$ cat src/rtl/tpp_pkg.sv
package tpp_pkg;
    typedef enum logic [1:0] {
        PH_IDLE = 2'd0,
        PH_DATA = 2'd1,
        PH_EOM  = 2'd2
    } phase_e;
endpackage

$ cat src/rtl/tpp_link_fsm.sv
module tpp_link_fsm #(
    parameter int          DW        = 8,
    parameter logic [DW-1:0] NULL_CODE = '0,
    parameter logic [DW-1:0] EOM_CODE  = '0
) (
    input  logic                clk,
    input  logic                rst_n,
    input  logic                hs_stb,
    input  logic                host_rd,
    input  logic [DW-1:0]       din,
    input  logic                up_pend,
    input  logic [DW-1:0]       up_len,
    output logic                tok,
    output tpp_pkg::phase_e     ph,
    output logic                busy,
    output logic                dn_rdy,
    output logic                err,
    output logic                dn_valid,
    output logic [DW-1:0]       dn_data,
    output logic                up_take
);
    import tpp_pkg::*;

    typedef struct packed {
        logic          tok;
        phase_e        ph;
        logic [DW-1:0] cnt;
        logic          busy;
        logic          dn_rdy;
        logic          err;
        logic          dn_valid;
        logic [DW-1:0] dn_data;
    } st_t;

    st_t st_d, st_q;
    logic acc;
    logic last_byte;
    logic up_real;

    assign acc       = hs_stb && !st_q.busy && (host_rd == st_q.tok);
    assign last_byte = (st_q.cnt == DW'(1));
    assign up_real   = up_pend && (up_len != NULL_CODE);

    always_comb begin
        st_d          = st_q;
        st_d.busy     = acc;
        st_d.dn_valid = 1'b0;
        if (acc) begin
            st_d.dn_rdy = 1'b0;
            if (!st_q.tok) begin
                unique case (st_q.ph)
                    PH_IDLE: begin
                        st_d.err = 1'b0;
                        if (din == NULL_CODE) begin
                            st_d.ph = PH_EOM;
                        end else begin
                            st_d.ph     = PH_DATA;
                            st_d.cnt    = din;
                            st_d.dn_rdy = 1'b1;
                        end
                    end
                    PH_DATA: begin
                        st_d.dn_valid = 1'b1;
                        st_d.dn_data  = din;
                        st_d.cnt      = st_q.cnt - DW'(1);
                        if (last_byte) st_d.ph = PH_EOM;
                    end
                    PH_EOM: begin
                        st_d.ph = PH_IDLE;
                        if (din == EOM_CODE) st_d.tok = 1'b1;
                        else                 st_d.err = 1'b1;
                    end
                    default: st_d.ph = PH_IDLE;
                endcase
            end else begin
                unique case (st_q.ph)
                    PH_IDLE: begin
                        if (up_real) begin
                            st_d.ph  = PH_DATA;
                            st_d.cnt = up_len;
                        end else begin
                            st_d.ph = PH_EOM;
                        end
                    end
                    PH_DATA: begin
                        st_d.cnt = st_q.cnt - DW'(1);
                        if (last_byte) st_d.ph = PH_EOM;
                    end
                    PH_EOM: begin
                        st_d.ph  = PH_IDLE;
                        st_d.tok = 1'b0;
                    end
                    default: st_d.ph = PH_IDLE;
                endcase
            end
        end
    end

    always_ff @(posedge clk) begin
        if (!rst_n) begin
            st_q <= '{tok: 1'b0, ph: PH_IDLE, cnt: '0, busy: 1'b0, dn_rdy: 1'b0,
                      err: 1'b0, dn_valid: 1'b0, dn_data: '0};
        end else begin
            st_q <= st_d;
        end
    end

    assign tok      = st_q.tok;
    assign ph       = st_q.ph;
    assign busy     = st_q.busy;
    assign dn_rdy   = st_q.dn_rdy;
    assign err      = st_q.err;
    assign dn_valid = st_q.dn_valid;
    assign dn_data  = st_q.dn_data;
    assign up_take  = acc && st_q.tok && (st_q.ph == PH_DATA);


    busy_one_cycle_chk: assert property (@(posedge clk) disable iff (!rst_n)
        st_q.busy |=> !st_q.busy);


    tok_moves_on_strobe_chk: assert property (@(posedge clk) disable iff (!rst_n)
        !$stable(st_q.tok) |-> $past(hs_stb) && $past(host_rd) == $past(st_q.tok));


    err_from_eom_chk: assert property (@(posedge clk) disable iff (!rst_n)
        $rose(st_q.err) |-> $past(st_q.ph) == PH_EOM && !st_q.tok && st_q.ph == PH_IDLE);


    take_needs_token_chk: assert property (@(posedge clk) disable iff (!rst_n)
        up_take |-> st_q.tok && hs_stb && host_rd);


    data_count_live_chk: assert property (@(posedge clk) disable iff (!rst_n)
        st_q.ph == PH_DATA |-> st_q.cnt != '0);


    dn_only_host_chk: assert property (@(posedge clk) disable iff (!rst_n)
        st_q.dn_valid |-> !st_q.tok && st_q.busy);
endmodule

$ cat src/rtl/tpp_bus_drive.sv
module tpp_bus_drive #(
    parameter int            DW        = 8,
    parameter logic [DW-1:0] NULL_CODE = '0,
    parameter logic [DW-1:0] EOM_CODE  = '0
) (
    input  logic            clk,
    input  logic            rst_n,
    input  logic            tok,
    input  tpp_pkg::phase_e ph,
    input  logic            up_pend,
    input  logic [DW-1:0]   up_len,
    input  logic [DW-1:0]   up_byte,
    output logic [DW-1:0]   dout,
    output logic            oe
);
    import tpp_pkg::*;

    always_comb begin
        dout = NULL_CODE;
        if (tok) begin
            unique case (ph)
                PH_IDLE: dout = (up_pend && up_len != NULL_CODE) ? up_len : NULL_CODE;
                PH_DATA: dout = up_byte;
                PH_EOM:  dout = EOM_CODE;
                default: dout = NULL_CODE;
            endcase
        end
    end

    assign oe = tok;


    oe_tracks_owner_chk: assert property (@(posedge clk) disable iff (!rst_n)
        !tok |-> !oe && dout == NULL_CODE);
endmodule

$ cat src/rtl/tpp_irq_gen.sv
module tpp_irq_gen (
    input  logic            clk,
    input  logic            rst_n,
    input  logic            tok,
    input  tpp_pkg::phase_e ph,
    input  logic            busy,
    input  logic            dn_rdy,
    input  logic            up_pend,
    output logic            irq
);
    import tpp_pkg::*;

    logic up_evt;

    assign up_evt = !tok && (ph == PH_IDLE) && up_pend;
    assign irq    = !busy && (dn_rdy || up_evt);


    irq_quiet_busy_chk: assert property (@(posedge clk) disable iff (!rst_n)
        busy |-> !irq);


    irq_quiet_owner_chk: assert property (@(posedge clk) disable iff (!rst_n)
        tok |-> !irq);
endmodule

$ cat src/rtl/tpp_slave_port.sv
module tpp_slave_port #(
    parameter int            DW        = 8,
    parameter logic [DW-1:0] NULL_CODE = '0,
    parameter logic [DW-1:0] EOM_CODE  = '0
) (
    input  logic          clk,
    input  logic          rst_n,
    input  logic          hs_stb,
    input  logic          host_rd,
    input  logic [DW-1:0] dbus_in,
    output logic [DW-1:0] dbus_out,
    output logic          dbus_oe,
    output logic          busy,
    output logic          irq,
    output logic          slave_owns,
    output logic          err_flag,
    output logic          dn_valid,
    output logic [DW-1:0] dn_data,
    input  logic          up_pend,
    input  logic [DW-1:0] up_len,
    input  logic [DW-1:0] up_byte,
    output logic          up_take
);
    import tpp_pkg::*;

    logic   tok;
    phase_e ph;
    logic   dn_rdy;

    tpp_link_fsm #(.DW(DW), .NULL_CODE(NULL_CODE), .EOM_CODE(EOM_CODE)) u_fsm (
        .clk(clk), .rst_n(rst_n), .hs_stb(hs_stb), .host_rd(host_rd), .din(dbus_in),
        .up_pend(up_pend), .up_len(up_len), .tok(tok), .ph(ph), .busy(busy),
        .dn_rdy(dn_rdy), .err(err_flag), .dn_valid(dn_valid), .dn_data(dn_data),
        .up_take(up_take)
    );

    tpp_bus_drive #(.DW(DW), .NULL_CODE(NULL_CODE), .EOM_CODE(EOM_CODE)) u_bus (
        .clk(clk), .rst_n(rst_n), .tok(tok), .ph(ph), .up_pend(up_pend),
        .up_len(up_len), .up_byte(up_byte), .dout(dbus_out), .oe(dbus_oe)
    );

    tpp_irq_gen u_irq (
        .clk(clk), .rst_n(rst_n), .tok(tok), .ph(ph), .busy(busy),
        .dn_rdy(dn_rdy), .up_pend(up_pend), .irq(irq)
    );

    assign slave_owns = tok;


    irq_drops_on_strobe_chk: assert property (@(posedge clk) disable iff (!rst_n)
        irq && hs_stb && host_rd == slave_owns |=> !irq);
endmodule

$ cat config.mk
export PLATFORM = sky130hd
export DESIGN_NAME = tpp_slave_port
export DESIGN_NICKNAME = d
export VERILOG_FILES = /design/src/rtl/tpp_pkg.sv /design/src/rtl/tpp_link_fsm.sv /design/src/rtl/tpp_bus_drive.sv /design/src/rtl/tpp_irq_gen.sv /design/src/rtl/tpp_slave_port.sv
export SDC_FILE = /design/constraint.sdc
export NUM_CORES = 1
export LEC_CHECK = 0
export BUFFER_PORTS_ARGS = -buffer_cell sky130_fd_sc_hd__buf_2
export CORE_ASPECT_RATIO = 1.1
export CORE_MARGIN = 2
export CORE_UTILIZATION = 53
export CTS_CLUSTER_SIZE = 30
export DETAILED_ROUTE_END_ITERATION = 10
export HOLD_SLACK_MARGIN = 0.05
export PLACE_DENSITY_LB_ADDON = 0.15
export SETUP_SLACK_MARGIN = 0.3
export SLEW_MARGIN = 5
export SYNTH_ARGS = -nofsm -noshare
export SYNTH_HDL_FRONTEND = slang
export SYNTH_SLANG_ARGS = --single-unit
$ cat constraint.sdc
create_clock -name clk -period 2.84 [get_ports clk]
set_clock_uncertainty 0.05 [all_clocks]
set_input_delay 0.568 -clock clk [delete_from_list [all_inputs] [get_ports clk]]
set_output_delay 0.568 -clock clk [all_outputs]
set_load 0.02 [all_outputs]
; ---- After elaboration in Yosys (flattened, before gate mapping)
; Cells that the tools add are included.
; W data, S select, Z words.
[totals]
register_bits = 23
in_bits = 29
out_inout_bits = 23
word_cells = 61
[classes]
add_sub_neg = 1
eq_ne = 7
muxes = 22
bitwise_logic = 3
n_reduce_logical = 20
[op_table]
columns = operator, n
row1 = $pmux W8 S2, 3
row2 = $mux W8, 4
row3 = $mux W11, 2
row4 = $mux W9, 1
row5 = $eq A8 B1 Y1 const B, 1
row6 = $logic_and A1 B1 Y1, 8
row7 = $logic_not A8 Y1, 1
row8 = $pmux W2 S2, 2
row9 = $reduce_and A4 Y1, 2
row10 = $reduce_bool A8 Y1, 1
row11 = $sub A8 B1 Y8 const B, 1
row12 = $mux W1, 6
row13 = $mux W2, 3
row14 = $ne A3 B3 Y1 const B, 2
row15 = $reduce_bool A2 Y1, 2
row16 = $not A1 Y1, 3
row17 = $reduce_and A3 Y1, 1
row18 = $reduce_or A3 Y1, 1
row19 = $eq A2 B1 Y1 const B, 1
row20 = $eq A2 B2 Y1 const B, 1
row21 = $logic_not A1 Y1, 2
row22 = $logic_not A2 Y1, 1
row23 = $ne A2 B2 Y1 const B, 1
row24 = $pmux W1 S2, 1
row25 = other kinds (2), 2

; ---- Logic depth before layout (Yosys ltp)
[depth]
ltp_word = 5
ltp_mapped = 7
depth_no_buf = 5

; ---- Hierarchy
; Synthesis repeated with hierarchy kept, for this count alone.
[unflattened]
cells_unflattened = 192
hier_area_um2 = 1551.5
[by_module_without_submodules]
columns = module, instances, cells_per_inst, area_each_um2, seq_area_each_um2
row1 = tpp_link_fsm, 1, 160, 1368.8, 460.4
row2 = tpp_bus_drive, 1, 29, 163.9, 0.0
row3 = tpp_irq_gen, 1, 3, 18.8, 0.0

; ---- Least setup slack after synthesis
; OpenSTA, ideal clock, no wires.
[synth_path]
path_kind = reg-to-output
start = register u_fsm.st_q (netlist bit u_fsm.tok)
end = output up_take
arrival_ps = 1562
t_required_ps = 2222
slack_ps = 660
path_stages_with_launch = 5
path_buffers = 2
path_cell_list = dfxtp_1 -> buf_2 -> buf_2 -> nand2_1 -> nor3_1
[synth_via]
elab_chain_cells = 4
[synth_rtl]
columns = item, line_no
row1 = start: declaration, tpp_link_fsm.sv:35  ; st_t st_d, st_q;
row2 = start signal: assignment, tpp_link_fsm.sv:101  ; st_q <= '{tok: 1'b0, ph: PH_IDLE, cnt: '0, busy: 1'b0, dn_rdy: 1'b0,
row3 = start signal: assignment, tpp_link_fsm.sv:104  ; st_q <= st_d;
row4 = $eq A1 B1 Y1, tpp_link_fsm.sv:40  ; assign acc = hs_stb && !st_q.busy && (host_rd == st_q.tok);
row5 = $logic_and A1 B1 Y1, tpp_link_fsm.sv:40
row6 = $logic_and A1 B1 Y1 * (2 in a row), tpp_link_fsm.sv:115  ; assign up_take = acc && st_q.tok && (st_q.ph == PH_DATA);
row7 = end: declaration, tpp_slave_port.sv:22  ; output logic up_take
; Every way passes the cells marked *; elsewhere a longest branch is shown, timed or not.

; ---- Worst setup path in the final report
[layout_path]
start = register u_fsm.st_q (netlist bit u_fsm.tok)
end = output dbus_out[4]
[layout_via]
elab_chain_cells = 1
[layout_rtl]
columns = item, line_no
row1 = $mux W8, tpp_bus_drive.sv:20  ; if (tok) begin
row2 = end: declaration, tpp_slave_port.sv:11  ; output logic [DW-1:0] dbus_out,
; Every way passes these cells.

==> impl_metrics.json <==
{
  "status": "completed",
  "cts_setup_buffers": 0,
  "synthSimpleGateAreaFrac": 0.220,
  "fillers": 261,
  "start_util": 0.547,
  "ys.flop_type": "dfxtp_1",
  "crit_chain": "buf_4 > nand2b_1 > nor2_1 > buf_2",
  "grt_max_degree": 24,
  "fin_ws_ns": 0.712,
  "cts_root_buf": "clkbuf_4",
  "cts-htree-levels": 1,
  "finalSetupViolCount": 0,
  "die_area_sq_um": 3260,
  "ant_nets": 0,
  "powerDensity_nw_per_um2": 378,
  "r2r_cells": 4,
  "place.gp.congestion": 0.770,
  "final_nets": 256,
  "overflow": 0,
  "grt_pass1_vias": 1293,
  "timing.fmax_mhz": 470,
  "cts_made_buffers": 3,
  "rows": 20,
  "cts_tree": "done",
  "rrSetupSlack_ns": 1.00,
  "pin_count": 52,
  "rr_startpoint": "u_fsm.ph[0]",
  "wirelength_mm": 3.42,
  "hold_depth": 2,
  "cp.arrival_ns": 1.51,
  "multiInputGateArea_sq_um": 881,
  "crit_slowest_cell": "dfxtp_1",
  "cap_violations": 0,
  "cts_hold_buf": 0,
  "syn_inst": 187,
  "worstHoldStart": "host_rd",
  "synth_seq_cells": 23,
  "period_needed_ns": 2.13,
  "synth_fa_ha_area_frac": 0.0168,
  "worstSkewPairLatency_ns": 0.30,
  "crit_path_max_incr_delay_ns": 0.36,
  "wl_per_cell_um": 13.3,
  "endpoint_kind": "output port",
  "muxShareOfSynthArea": 0.101,
  "cts.path.max_buffers": 2,
  "critPathRequiredTime_ns": 2.22,
  "whs_ns": 0.425,
  "critPathLaunchType": "register",
  "crit_type": "reg -> out",
  "ir_drop_mv": 0.238,
  "drc_errors": 0,
  "p_leak_uw": 0.000718,
  "yosys_warnings": 0,
  "vias_per_cell": 5.57,
  "synth_area_sq_um": 1490,
  "synth-edff-count": 0,
  "grt_usage": 0.227,
  "antenna_found_initial": 0,
  "cp_max_fo": 21,
  "die_w_um": 54.6,
  "cts_repair_resize_count": 0,
  "cts_num_sinks": 23,
  "synth_xor_area_frac": 0.00587,
  "clk_pin_slew_ns": 0.12,
  "post-route-period-util": 0.749,
  "finalHoldViolCount": 0,
  "synth_top_family_by_area": "compound AO/OA/AOI/OAI gates",
  "antenna_cells": 0,
  "drt_iter0_markers": 30,
  "first_pass_iters": 4,
  "layout-drive-gt1-share": 0.281,
  "grt_setup_unrepaired": "no",
  "setup_tns_ns": 0,
  "relSlewSlack": 0.505,
  "die_h_um": 59.7,
  "grt_pass1_wl_mm": 5.59,
  "syn_area_per_cell_sq_um": 7.98,
  "worstMarginPinSlew_ns": 0.736,
  "maxSlewViolCount": 0,
  "synth_nets": 218,
  "pre_cts_ws_ns": 0.553,
  "ys_async_sr_fraction": 0,
  "yosysSeqAreaShare": 0.308,
  "synth_cell_types": 38,
  "regArea_sq_um": 462,
  "dr_total_vias": 1432,
  "fp.coreArea_sq_um": 2730,
  "utilization": 0.624,
  "syn2layout_area_growth_pct": 14.1,
  "worstHoldEndpoint": "u_fsm.tok",
  "hold_path_class": "in -> reg",
  "dp_hpwl_mm": 2.69,
  "numPortBuffers": 51,
  "timing.rr.end": "u_fsm.dn_data[4]",
  "synth_compound_area_frac": 0.246
}
==> flip-flops by register name, indices dropped and copies added, names as in the netlist <==
signal / flops
u_fsm.dn_valid: 1
u_fsm.dn_rdy: 1
u_fsm.ph: 2
u_fsm.tok: 1
u_fsm.err: 1
u_fsm.busy: 1
u_fsm.st_q: 8
u_fsm.dn_data: 8
==> placed cells by master, fill, tap and decap left out, types with 2 or more instances in the layout <==
master    count
buf_4         2
inv_1         6
nand2_1      10
buf_2        51
nor4_1        5
nor2b_1       3
clkbuf_4      3
o21ai_1       5
and2_1        2
nand2b_1      3
ha_1          2
mux2i_1      15
nor3_1        4
a211o_1       6
a22oi_1       5
dfxtp_1      22
a31oi_1       4
a21oi_1      23
a211oi_1      3
nor2_1       31
==> cells in the mapped netlist (5+ instances only) <==
master     n  share of area
a211o_1    6          0.035
a21oi_1   23          0.077
a22oi_1    5          0.025
buf_4      9          0.045
clkbuf_1   5          0.013
dfxtp_1   23           0.31
inv_1      6          0.015
mux2i_1   15           0.10
nand2_1   10          0.025
nor2_1    31          0.078
nor4_1     5          0.021
o21ai_1    5          0.017
==> per-stage QoR <==
step | instance area, sq um | std cells | power (uW)
CTS | 1700 | 257 | 647
floorplan | 1490 | 187 | 454
finish | 1700 | 257 | 644
global placement | 1680 | 253 | 494
global route | 1700 | 257 | 674
detailed placement | 1680 | 253 | 500
==> worst max-delay path by stage <==
stage	from	to	slack [ns]	cells after the start
final	u_fsm.tok	dbus_out[4]	0.71	4
after global routing	u_fsm.tok	dbus_out[5]	0.60	4
after CTS	u_fsm.ph[0]	up_take	0.45	3
after detailed placement	up_len[3]	u_fsm.st_q[17]	0.55	6
after global placement	up_len[3]	u_fsm.st_q[17]	0.61	6
after floorplan	u_fsm.tok	up_take	0.66	4
==> cell type report <==
type / count / area share
Tap cell: 33 / 0.0242
Sequential cell: 23 / 0.271
Clock buffer: 4 / 0.0154
Multi-Input combinational cell: 138 / 0.517
Inverter: 6 / 0.0132
Timing Repair Buffer: 53 / 0.159
==> worst max-delay path, delay by kind of cell, from the launching register on <==
family	cells	cell delay [ns]
AND/OR/NAND/NOR	2	0.39
flip-flops	1	0.36
buffers and inverters	2	0.45
==> power by group <==
group          total [uW]  internal, uW  switching, uW
Clock                 150          54.6           95.4
Combinational         144          58.1           86.1
Sequential            349           335           13.9
Total                 644           448            195
==> cells by family after synthesis <==
group / after synthesis
AO/OA/AOI/OAI: 54
XOR/XNOR: 1
adder cells (fa/ha/maj): 2
buffers and inverters: 26
flip-flops: 23
multiplexers: 15
AND/OR/NAND/NOR: 66
==> routing by layer <==
layer / routed length (um) / global-route usage
met1: 1580 / 0.305
met2: 1700 / 0.389
met3: 117 / 0.0250
met4: 20 / 0.0429
met5: 0 / 0
Note: power is estimated with default switching activity, not from simulation.
